--- src/rtl/tmr_pkg.sv ---
package tmr_pkg;
  localparam logic [7:0] A_CNT_HI  = 8'h04;
  localparam logic [7:0] A_CNT_LO  = 8'h05;
  localparam logic [7:0] A_CTRL    = 8'h06;
  localparam logic [7:0] A_CHFLG   = 8'h0E;
  localparam logic [7:0] A_OVFLG   = 8'h0F;
  localparam logic [7:0] A_CHDAT   = 8'h10;
  localparam logic [7:0] A_PAFLG   = 8'h21;
  localparam logic [7:0] A_PACNT_H = 8'h22;
  localparam logic [7:0] A_PACNT_L = 8'h23;

  localparam int OVF_BIT     = 7;
  localparam int PA_OVF_BIT  = 1;
  localparam int PA_EDGE_BIT = 0;

  typedef struct packed {
    logic fast;
    logic fstop;
    logic run;
  } ctrl_t;
endpackage

--- src/rtl/tmr_ctrl_reg.sv ---
module tmr_ctrl_reg
  import tmr_pkg::*;
(
  input  logic       clk,
  input  logic       rst,
  input  logic [7:0] bus_addr,
  input  logic       bus_wr,
  input  logic [2:0] bus_wbits,
  output ctrl_t      ctrl_o
);
  ctrl_t ctrl_q;

  always_ff @(posedge clk) begin
    if (rst)
      ctrl_q <= '0;
    else if (bus_wr && bus_addr == A_CTRL)
      ctrl_q <= ctrl_t'(bus_wbits);
  end

  assign ctrl_o = ctrl_q;

  assert_ctrl_hold_R2 : assert property (@(posedge clk) disable iff (rst)
    !(bus_wr && bus_addr == A_CTRL) |=> $stable(ctrl_q));
endmodule

--- src/rtl/tmr_counter.sv ---
module tmr_counter #(
  parameter int CNT_W = 16
) (
  input  logic             clk,
  input  logic             rst,
  input  logic             run,
  input  logic             fstop,
  input  logic             freeze_in,
  output logic [CNT_W-1:0] cnt_o,
  output logic             wrap_o
);
  localparam logic [CNT_W-1:0] MAX = '1;

  logic [CNT_W-1:0] cnt_q;
  logic             adv;

  assign adv = run && !(fstop && freeze_in);

  always_ff @(posedge clk) begin
    if (rst)
      cnt_q <= '0;
    else if (adv)
      cnt_q <= cnt_q + 1'b1;
  end

  assign cnt_o  = cnt_q;
  assign wrap_o = adv && (cnt_q == MAX);

  assert_hold_when_off_R2 : assert property (@(posedge clk) disable iff (rst)
    !run |=> $stable(cnt_q));
  assert_step_one_R2 : assert property (@(posedge clk) disable iff (rst)
    (run && !freeze_in && cnt_q != MAX) |=> cnt_q == $past(cnt_q) + 1'b1);
  assert_freeze_hold_R4 : assert property (@(posedge clk) disable iff (rst)
    (fstop && freeze_in) |=> $stable(cnt_q));
  assert_wrap_zero_R3 : assert property (@(posedge clk) disable iff (rst)
    (run && !freeze_in && cnt_q == MAX) |=> cnt_q == '0);
endmodule

--- src/rtl/tmr_flag_bank.sv ---
module tmr_flag_bank #(
  parameter int W = 8
) (
  input  logic         clk,
  input  logic         rst,
  input  logic [W-1:0] set_i,
  input  logic [W-1:0] clr_i,
  output logic [W-1:0] flags_o
);
  logic [W-1:0] flags_q;

  always_ff @(posedge clk) begin
    if (rst)
      flags_q <= '0;
    else
      flags_q <= set_i | (flags_q & ~clr_i);
  end

  assign flags_o = flags_q;

  for (genvar i = 0; i < W; i++) begin : g_chk
    assert_set_wins_R7 : assert property (@(posedge clk) disable iff (rst)
      set_i[i] |=> flags_q[i]);
    assert_clear_R6 : assert property (@(posedge clk) disable iff (rst)
      (clr_i[i] && !set_i[i]) |=> !flags_q[i]);
    assert_sticky_R6 : assert property (@(posedge clk) disable iff (rst)
      (!clr_i[i] && !set_i[i]) |=> $stable(flags_q[i]));
  end
endmodule

--- src/rtl/tmr_clear_decode.sv ---
module tmr_clear_decode
  import tmr_pkg::*;
#(
  parameter int NCH = 8
) (
  input  logic [7:0]     bus_addr,
  input  logic           bus_wr,
  input  logic           bus_rd,
  input  logic [7:0]     bus_wdata,
  input  logic           fast,
  output logic [NCH-1:0] ch_clr,
  output logic           ovf_clr,
  output logic [1:0]     pa_clr
);
  logic acc_fast;
  assign acc_fast = fast && (bus_wr || bus_rd);

  for (genvar i = 0; i < NCH; i++) begin : g_ch
    localparam logic [7:0] BASE = A_CHDAT + 8'(2 * i);
    logic hit;
    assign hit = (bus_addr & 8'hFE) == BASE;
    assign ch_clr[i] = (acc_fast && hit) ||
                       (bus_wr && bus_addr == A_CHFLG && bus_wdata[i]);
  end

  assign ovf_clr = (acc_fast && (bus_addr == A_CNT_HI || bus_addr == A_CNT_LO)) ||
                   (bus_wr && bus_addr == A_OVFLG && bus_wdata[OVF_BIT]);

  logic pa_hit;
  assign pa_hit = acc_fast && (bus_addr == A_PACNT_H || bus_addr == A_PACNT_L);

  assign pa_clr[PA_OVF_BIT]  = pa_hit ||
                               (bus_wr && bus_addr == A_PAFLG && bus_wdata[PA_OVF_BIT]);
  assign pa_clr[PA_EDGE_BIT] = pa_hit ||
                               (bus_wr && bus_addr == A_PAFLG && bus_wdata[PA_EDGE_BIT]);
endmodule

--- src/rtl/tmr_flag_core.sv ---
module tmr_flag_core
  import tmr_pkg::*;
#(
  parameter int CNT_W = 16,
  parameter int NCH   = 8
) (
  input  logic             clk,
  input  logic             rst,
  input  logic [7:0]       bus_addr,
  input  logic             bus_wr,
  input  logic             bus_rd,
  input  logic [7:0]       bus_wdata,
  input  logic             freeze_in,
  input  logic [NCH-1:0]   chan_evt,
  input  logic             pa_ovf_evt,
  input  logic             pa_edge_evt,
  output logic [CNT_W-1:0] cnt_val,
  output logic [NCH-1:0]   chan_flags,
  output logic             ovf_flag,
  output logic [1:0]       pa_flags
);
  ctrl_t          ctrl;
  logic           wrap;
  logic [NCH-1:0] ch_clr;
  logic           ovf_clr;
  logic [1:0]     pa_clr;
  logic [1:0]     pa_set;

  tmr_ctrl_reg u_ctrl (
    .clk       (clk),
    .rst       (rst),
    .bus_addr  (bus_addr),
    .bus_wr    (bus_wr),
    .bus_wbits (bus_wdata[2:0]),
    .ctrl_o    (ctrl)
  );

  tmr_counter #(.CNT_W(CNT_W)) u_cnt (
    .clk       (clk),
    .rst       (rst),
    .run       (ctrl.run),
    .fstop     (ctrl.fstop),
    .freeze_in (freeze_in),
    .cnt_o     (cnt_val),
    .wrap_o    (wrap)
  );

  tmr_clear_decode #(.NCH(NCH)) u_dec (
    .bus_addr  (bus_addr),
    .bus_wr    (bus_wr),
    .bus_rd    (bus_rd),
    .bus_wdata (bus_wdata),
    .fast      (ctrl.fast),
    .ch_clr    (ch_clr),
    .ovf_clr   (ovf_clr),
    .pa_clr    (pa_clr)
  );

  tmr_flag_bank #(.W(NCH)) u_chflg (
    .clk     (clk),
    .rst     (rst),
    .set_i   (chan_evt),
    .clr_i   (ch_clr),
    .flags_o (chan_flags)
  );

  tmr_flag_bank #(.W(1)) u_ovflg (
    .clk     (clk),
    .rst     (rst),
    .set_i   (wrap),
    .clr_i   (ovf_clr),
    .flags_o (ovf_flag)
  );

  always_comb begin
    pa_set              = '0;
    pa_set[PA_OVF_BIT]  = pa_ovf_evt;
    pa_set[PA_EDGE_BIT] = pa_edge_evt;
  end

  tmr_flag_bank #(.W(2)) u_paflg (
    .clk     (clk),
    .rst     (rst),
    .set_i   (pa_set),
    .clr_i   (pa_clr),
    .flags_o (pa_flags)
  );

  assert_wrap_sets_flag_R3 : assert property (@(posedge clk) disable iff (rst)
    ($past(ctrl.run) && !$past(freeze_in) && cnt_val == '0 && $past(cnt_val) == '1) |-> ovf_flag);
  assert_no_fast_clear_R11 : assert property (@(posedge clk) disable iff (rst)
    (!ctrl.fast && !bus_wr) |-> (ch_clr == '0 && !ovf_clr && pa_clr == '0));
  assert_pa_free_in_freeze_R5 : assert property (@(posedge clk) disable iff (rst)
    (freeze_in && pa_ovf_evt && pa_edge_evt) |=> pa_flags == 2'b11);
endmodule

--- config.mk ---
export PLATFORM = sky130hd
export DESIGN_NAME = tmr_flag_core
export DESIGN_NICKNAME = d
export VERILOG_FILES = /design/src/rtl/tmr_pkg.sv /design/src/rtl/tmr_ctrl_reg.sv /design/src/rtl/tmr_counter.sv /design/src/rtl/tmr_flag_bank.sv /design/src/rtl/tmr_clear_decode.sv /design/src/rtl/tmr_flag_core.sv
export SDC_FILE = /design/constraint.sdc
export NUM_CORES = 1
export LEC_CHECK = 0
export ABC_AREA = 1
export ABC_CLOCK_PERIOD_IN_PS = 2600
export CORE_ASPECT_RATIO = 0.6
export CORE_UTILIZATION = 48
export DETAILED_ROUTE_END_ITERATION = 8
export MAX_ROUTING_LAYER = met4
export PLACE_DENSITY = 0.85
export RECOVER_POWER = 50
export SETUP_SLACK_MARGIN = 0.02
export SYNTH_ARGS = -nofsm -noshare
export SYNTH_HDL_FRONTEND = slang
export SYNTH_SLANG_ARGS = --single-unit
--- constraint.sdc ---
create_clock -name clk -period 2.6 [get_ports clk]
set_input_delay 0.52 -clock clk [delete_from_list [all_inputs] [get_ports clk]]
set_output_delay 0.52 -clock clk [all_outputs]
set_load 0.02 [all_outputs]
Word level (Yosys, flattened, before mapping)
Cells that the tools add are included.
{ "totals": {"regBits": 30, "in_bits": 31, "out_inout_bits": 27, "elab_cells": 78} }
{ "classes": {"add_sub_neg": 1, "n_eq_ne": 17, "n_bitwise": 9, "n_reduce_logical": 44} }
{ "ops": {"columns": ["op", "n"], "rows": [
  ["$eq A7 B4 Y1 const B", 8],
  ["$logic_and A1 B1 Y1", 29],
  ["$eq A8 B3 Y1 const B", 3],
  ["$eq A8 B6 Y1 const B", 3],
  ["$add A16 B1 Y16 const B", 1],
  ["$eq A16 B16 Y1 const B", 1],
  ["$eq A8 B4 Y1 const B", 2],
  ["$logic_or A1 B1 Y1", 14],
  ["$and A8 B8 Y8", 1],
  ["$not A8 Y8", 1],
  ["$or A8 B8 Y8", 1],
  ["$and A2 B2 Y2", 1],
  ["$not A2 Y2", 1],
  ["$or A2 B2 Y2", 1],
  ["$and A1 B1 Y1", 1],
  ["$logic_not A1 Y1", 1],
  ["$not A1 Y1", 1],
  ["$or A1 B1 Y1", 1]
]} }

Depth between registers and ports, before layout
Gate-level depths: netlist of the first run.
{ "depth": {"depth_word": 7, "depth_mapped": 8} }

Hierarchy
Synthesis of the first run repeated with hierarchy kept, for this count alone.
{ "unflattened": {"cells_unflattened": 298, "hier_area_um2": 1883.1} }
{ "by_module_without_submodules": {"columns": ["mod", "n_inst", "cells_per_inst", "area_each_um2", "seq_area_each_um2"], "rows": [
  ["tmr_counter", 1, 127, 880.8, 320.3],
  ["tmr_clear_decode", 1, 80, 354.1, 0.0],
  ["tmr_flag_bank at u_chflg", 1, 41, 331.6, 160.2],
  ["tmr_ctrl_reg", 1, 35, 203.9, 60.1],
  ["tmr_flag_bank at u_paflg", 1, 10, 72.6, 40.0],
  ["tmr_flag_bank at u_ovflg", 1, 5, 40.0, 20.0]
]} }

Least setup slack after synthesis of the first run
OpenSTA, ideal clock, no wires.
{ "synth_timing": {"path_kind": "register -> register", "startpoint": "register u_cnt.cnt_q[0], in the netlist u_cnt.cnt_o[0]", "endpoint": "register u_cnt.cnt_q[14], in the netlist u_cnt.cnt_o[14]", "t_arrival_ns": 1.304, "path_slack_ns": 1.181, "path_stages_with_launch": 7, "n_path_buf": 0, "synth_period_minus_slack_ns": 1.419, "path_cell_list": "dfxtp_1 > ha_1 > nand3_2 > nor2_4 > nand4_1 > o21ai_0 > nor2_1"} }
{ "synth_between": {"elab_chain_len": 1} }
{ "synth_rtl": {"columns": ["item", "line", "text"], "rows": [
  ["start: declaration", "tmr_counter.sv:14", "logic [CNT_W-1:0] cnt_q;"],
  ["start signal: assignment", "tmr_counter.sv:23", "cnt_q <= cnt_q + 1'b1;"],
  ["$add A16 B1 Y16", "tmr_counter.sv:23", null]
]} }
No other way between the ends.
A chain may end at the register's enable or synchronous reset.

==> summary.md, run 1 <==
| Metric | Value |
|---|---|
| Status | `finished clean` |
| Row count | `15` |
| Initial antenna violation count | `0` |
| Die width | `around 77 um` |
| I/O pin count | `58` |
| Number of nets with antenna violations after routing | `0` |
| Clk_lat worst skew | `0.28 ns` |
| Final nets | `340` |
| TritonCTS clock tree | `built` |
| Worst slew pin tran | `about 0.87 ns` |
| WP data required | `approximately 2.8 ns` |
| Area leader, netlist | `dfxtp_1` |
| Count of different cell masters after synthesis | `22` |
| Antenna Diode Count | `0` |
| Leakage | `between 0.9 and 1 nW` |
| Mean post-synth cell area | `6.52 sq um` |
| Ys async rst share | `0` |
| Clock H-tree levels | `2` |
| Postcts setup bufs | `0` |
| Total Routing Usage GR | `0.262` |
| Max_cap viols | `0` |
| Hold Fails Final Rpt | `0` |
| Design area | `0.00229 sq mm` |
| Pwr dens | `436 mW/mm^2` |
| Setup_tns | `0 ns` |
| Die Ht | `roughly 47 um` |
| Minimum clock period | `~2.1 ns` |
| Count of final setup violators | `0` |
| Largest net degree at the start of global routing | `19` |
| Rel. slew slack | `0.422` |
| Synthesized instance count | `~250` |
| Cts repair resizes | `0` |
| Routed vias | `roughly 1700` |
| Ranking of synthesized cells by area | `dfxtp_1 (37%), nand3_1 (11%), nand2_1 (11%), inv_1 (10%), a21oi_1 (6.8%)` |
| Reg2reg setup slack | `approximately 0.94 ns` |
| Clock transition at path regs | `0.07 ns` |
| Crit-path max cell delay | `about 0.65 ns` |
| GRT Residual Overflow | `0` |
| Final Max Slew Viols | `0` |
| EDFF count, synth | `0` |
| Seq cells post-synth | `30` |
| Dpl hpwl | `3.36 mm` |
| Drt pass-1 iters | `6` |
| CP top delay family | `buffers and inverters` |
| Hold Buf Count CTS | `0` |
| Input/output buffers | `57` |
| Post-route non-filler standard cell count | `~350` |
| Period Utilization, post-route | `0.825` |
| Worst hold path type | `reg -> reg` |
| Final wirelength | `roughly 4.4 mm` |
| Worst-path maximum fanout | `18` |
| Worst vdd ir | `311 uV` |
| Mapped Area | `~0.0016 sq mm` |
| RePlAce Congestion | `approximately 0.85` |
| Worst path cell trace | `clkdlybuf4s50_1 > clkbuf_1 > inv_1 > o21ai_0 > a21oi_1` |
| Longest Clk Path Bufs | `2` |
| Wire length per cell | `about 12 um` |
| Placeable Area | `approximately 0.003 sq mm` |
| DRC | `0` |
| Dominant synthesized flop cell | `dfxtp_1` |
| Type of the worst setup path | `in -> reg` |
| Critical path arrival | `2.30 ns` |
| CP Launch Type | `primary input` |
| CP Capture Type | `flip-flop` |
| Die footprint | `0.00361 sq mm` |
| Initial DRC count | `171` |
| Register area share after synthesis | `0.372` |
| Share of layout cells above drive strength 1 | `0.0550` |
| Post-synth top cells | `nand2_1 (46), inv_1 (45), nand3_1 (37), dfxtp_1 (30), nor2_1 (29)` |
| Most frequent cell after synthesis | `nand2_1` |
| Synthesis-to-layout area growth | `41.6%` |
| Clk_skew | `0.0105 ns` |
| DP Area | `around 0.0022 sq mm` |
| Dpl cells | `roughly 340` |
| Clock Root Buffer | `clkbuf_8` |
| CTS sink cnt | `30` |
| Vias per cell | `around 5` |
| Warnings from Yosys | `0` |
| RSZ-0062 raised after global routing | `false` |
| Post-Syn Nets | `280` |
| First-pass GRT wire length | `6.73 mm` |
| Share of the synthesized area in the top cell type | `0.372` |
| CP Buf/Inv Count | `3` |
| Cts bufs inserted | `5` |
| Starting Density | `0.532` |
| Final hold slack | `roughly 0.47 ns` |
| Slowest-stage cell, CP | `clkbuf_1` |
| Max Freq | `between 400 and 500 MHz` |
| Vias in the first global route | `1405` |
per-stage QoR:
step	utilization	power, mW	worst slack (ns)
after global placement	0.730	0.623	0.538
after floorplan	-	0.542	1.18
after global routing	0.753	1.04	0.332
final	0.753	0.998	0.454
after detailed placement	0.730	0.623	0.526
after CTS	0.760	1.01	0.690
kinds of logic after synthesis:
logic type	Yosys count	synth area share
buffers and inverters	50	0.121
adder cells (fa/ha/maj)	1	0.00774
AO/OA/AOI/OAI	33	0.105
flip-flops	30	0.372
AND/OR/NAND/NOR	134	0.395
cell type report:
type | count | area [sq um]
timing repair buffer | 58 | 574
inverter | 45 | 169
tap | 42 | 52.6
clock inverter | 1 | 5.00
fill | 247 | 752
clock buffer | 7 | 86.3
sequential | 30 | 601
multi-input combinational | 168 | 801
flip-flops by register name (all words and copies together) (netlist names):
name / flops
u_ovflg.flags_o: 1
u_paflg.flags_o: 2
u_ctrl.ctrl_o: 3
u_chflg.flags_o: 8
u_cnt.cnt_o: 16
layout by cell type, fill, tap and decap left out, types with 2 or more instances in the layout:
master / n
nor2_4: 2
dfxtp_1: 30
o21ai_0: 8
a21oi_1: 22
clkbuf_8: 6
nand4_1: 4
nor2_2: 2
nand2_1: 47
inv_1: 45
nand3_2: 3
dlygate4sd3_1: 11
clkdlybuf4s50_1: 46
nand3_1: 37
nor3_1: 4
clkbuf_1: 2
nand2_2: 2
nor2_1: 31
per-layer routing:
layer	GRT usage	vias to the layer above	share of wire
met2	0.354	94	0.39
li1	-	907	-
met3	0.0718	2	0.094
met4	0.0731	0	0.0062
met5	-	-	0
met1	0.375	745	0.51
final timing paths:
kind,from,endpoint,cells past startpoint
setup / recovery,rst,u_cnt.cnt_o[0],5
hold / removal,u_cnt.cnt_o[9],u_cnt.cnt_o[9],2
hold reg to reg,u_cnt.cnt_o[9],u_cnt.cnt_o[9],2
setup reg to reg,u_cnt.cnt_o[0],u_cnt.cnt_o[12],7
power by group:
group,total (mW),internal [mW],switching [mW],leakage [nW]
sequential,0.476,0.471,0.00550,0.245
combinational,0.134,0.0691,0.0645,0.659
clock,0.388,0.213,0.175,0.0482
tightest hold or removal path, cell delays in order, from the launching register on:
cell     delay, ns
dfxtp_1       0.33
inv_1         0.05
a21oi_1       0.05
Note: power is estimated with default switching activity, not from simulation.
==> run 2, diff against run 1 <==
--- a/config.mk
+++ b/config.mk
@@ -6,12 +6,12 @@
 export NUM_CORES = 1
 export LEC_CHECK = 0
 export ABC_AREA = 1
-export ABC_CLOCK_PERIOD_IN_PS = 2600
+export ABC_CLOCK_PERIOD_IN_PS = 1890
 export CORE_ASPECT_RATIO = 0.6
-export CORE_UTILIZATION = 48
+export CORE_UTILIZATION = 40
 export DETAILED_ROUTE_END_ITERATION = 8
 export MAX_ROUTING_LAYER = met4
-export PLACE_DENSITY = 0.85
+export PLACE_DENSITY = 0.76
 export RECOVER_POWER = 50
 export SETUP_SLACK_MARGIN = 0.02
 export SYNTH_ARGS = -nofsm -noshare
==> constraint.sdc (replaced) <==
create_clock -name clk -period 1.89 [get_ports clk]
set_input_delay 0.378 -clock clk [delete_from_list [all_inputs] [get_ports clk]]
set_output_delay 0.378 -clock clk [all_outputs]
set_load 0.02 [all_outputs]
==> run 2 against run 1 <==
The flow now finishes with violations (DRC). Design area increased by 1.7%. Routed wire length decreased by 1.9%. Sequential share of layout area down 0.45 points.
==> summary.md, run 2 (synthesis results as in run 1) <==
| Metric | Value |
|---|---|
| Setup ws final | `between 0.15 and 0.2 ns` |
| Dpl hpwl | `between 3 and 4 mm` |
| Worst-path maximum fanout | `6` |
| Critical path arrival | `roughly 1.4 ns` |
| TritonCTS clock tree | `built` |
| Initial DRC count | `147` |
| Clock transition at path regs | `around 0.06 ns` |
| Met3 GRT Util | `0.0598` |
| RSZ-0062 raised after global routing | `false` |
| Design area | `0.00233 sq mm` |
| Hold Buf Count CTS | `0` |
| Most frequent cells in the layout | `clkdlybuf4s50_1 (54), nand2_1 (48), inv_1 (45)` |
| Placeable Area | `0.00376 sq mm` |
| CP top delay family | `buffers and inverters` |
| Total Routing Usage GR | `0.232` |
| Vias per cell | `about 4.8` |
| Worst path cell trace | `clkdlybuf4s50_1` |
| Die width | `approximately 84 um` |
| Max Freq | `approximately 580 MHz` |
| P_sw | `roughly 0.34 mW` |
| Cts repair resizes | `0` |
| Wire length per cell | `around 12 um` |
| Max_cap viols | `0` |
| Clock Root Buffer | `clkbuf_8` |
| Die footprint | `between 0.004 and 0.005 sq mm` |
| Longest Clk Path Bufs | `2` |
| Input/output buffers | `57` |
| Cts bufs inserted | `5` |
| Pre-CTS WS | `roughly 0.17 ns` |
| Dpl cells | `roughly 350` |
| Sequential share of power | `0.475` |
| Failing checks | `DRC` |
| Post-route non-filler standard cell count | `360` |
| Number of nets with antenna violations after routing | `0` |
| Status | `finished with violations` |
| CP Buf/Inv Count | `1` |
| Pwr dens | `about 590 mW/mm^2` |
| WP data required | `1.51 ns` |
| Internal Pwr Total | `1.04 mW` |
| Antenna Diode Count | `0` |
| Postcts setup bufs | `0` |
| Net Sw Frac | `0.244` |
| Crit-path max cell delay | `between 0.6 and 0.7 ns` |
| Clk_skew | `approximately 0.0058 ns` |
| Leakage | `slightly below 1 nW` |
| Final Max Slew Viols | `0` |
| Type of the worst setup path | `reg -> out` |
| Count of final setup violators | `0` |
| DP Area | `0.00227 sq mm` |
| Worst vdd ir | `about 390 uV` |
| Initial antenna violation count | `0` |
| CP Launch Type | `flip-flop` |
| DRC | `6` |
| First-pass GRT wire length | `roughly 7.4 mm` |
| Final wirelength | `around 4.3 mm` |
| Synthesis-to-layout area growth | `44.0%` |
| Commonest non-fill, non-tap cell in the layout | `clkdlybuf4s50_1` |
| Row count | `17` |
| Starting Density | `0.429` |
| Setup_tns | `0 ns` |
| Die Ht | `51.2 um` |
| Clock power share | `0.386` |
| I/O pin count | `58` |
| Hold Fails Final Rpt | `0` |
| Final nets | `344` |
| Worst hold path type | `reg -> reg` |
| Period Utilization, post-route | `0.912` |
| Met2 Use GR | `0.277` |
| Drt pass-1 iters | `8` |
| Routed vias | `1723` |
| CP Capture Type | `output pin` |
| Share of layout cells above drive strength 1 | `0.0607` |
| RePlAce Congestion | `~0.99` |
| Slowest-stage cell, CP | `clkdlybuf4s50_1` |
| Minimum clock period | `approximately 1.7 ns` |
| Clk_lat worst skew | `roughly 0.28 ns` |
| CTS sink cnt | `30` |
| Global routing usage on met1 | `0.359` |
| Worst slew pin tran | `around 0.38 ns` |
| Clock H-tree levels | `2` |
| Combinational power share | `0.139` |
| Rel. slew slack | `0.749` |
| GRT Max-Usage Layer | `met1` |
| Largest net degree at the start of global routing | `18` |
| Vias in the first global route | `1557` |
| Largest register FFs | `16` |
| GRT Residual Overflow | `0` |
[run 2: cell count changes in the layout (fill, tap and decap cells not counted), moves of 2 or more]
cell,delta
buf_4,+4
clkdlybuf4s50_1,+8
dlygate4sd3_1,-8
nand3_1,+2
nand3_2,-2
[run 2: layout make-up]
class | instances | area [sq um]
Fill cell | 364 | 1440
Sequential cell | 30 | 601
Timing Repair Buffer | 62 | 621
Tap cell | 47 | 58.8
Clock inverter | 1 | 5.00
Inverter | 45 | 169
Multi-Input combinational cell | 168 | 788
Clock buffer | 7 | 86.3
[run 2: final timing paths]
kind / startpoint / endpoint / slack, ns / depth (start not counted)
worst max-delay path: u_cnt.cnt_o[11] / cnt_val[11] / 0.17 / 1
worst min-delay path: u_ctrl.ctrl_o[0] / u_ctrl.ctrl_o[0] / 0.47 / 2
worst min register to register: u_ctrl.ctrl_o[0] / u_ctrl.ctrl_o[0] / 0.47 / 2
worst max register to register: u_cnt.cnt_o[0] / u_cnt.cnt_o[12] / 0.37 / 7
[run 2: power groups by stage]
stage               logic [mW]  registers, mW  clock network [mW]
floorplan               0.0575          0.688                   0
global placement         0.191          0.670                   0
detailed placement       0.193          0.669                   0
CTS                      0.193          0.655               0.542
global route             0.210          0.657               0.585
finish                   0.192          0.656               0.533
[run 2: stage by stage]
stage,hold slack (ns),power (mW),utilization
2_1_floorplan,0.440,0.745,-
3_3_place_gp,0.451,0.862,0.603
3_5_place_dp,0.456,0.862,0.603
4_1_cts,0.469,1.39,0.627
5_1_grt,0.488,1.45,0.618
6_report,0.469,1.38,0.618
[run 2: layer usage]
| layer | part of all wire | routed length, um | vias to the layer above |
|---|---|---|---|
| li1 | - | - | 920 |
| met3 | 0.080 | 341 | 4 |
| met4 | 0.0098 | 42 | 0 |
| met5 | 0 | 0 | - |
| met2 | 0.33 | 1410 | 67 |
| met1 | 0.58 | 2470 | 732 |
==> run 3, diff against run 2 <==
--- a/config.mk
+++ b/config.mk
@@ -8,12 +8,14 @@
 export ABC_AREA = 1
 export ABC_CLOCK_PERIOD_IN_PS = 1890
 export CORE_ASPECT_RATIO = 0.6
+export CORE_MARGIN = 1
 export CORE_UTILIZATION = 40
 export DETAILED_ROUTE_END_ITERATION = 8
 export MAX_ROUTING_LAYER = met4
 export PLACE_DENSITY = 0.76
 export RECOVER_POWER = 50
 export SETUP_SLACK_MARGIN = 0.02
+export SLEW_MARGIN = 20
 export SYNTH_ARGS = -nofsm -noshare
 export SYNTH_HDL_FRONTEND = slang
 export SYNTH_SLANG_ARGS = --single-unit
==> results of run 3 <==
Same layout as run 2: the final DEF is identical, and so are final timing and power.
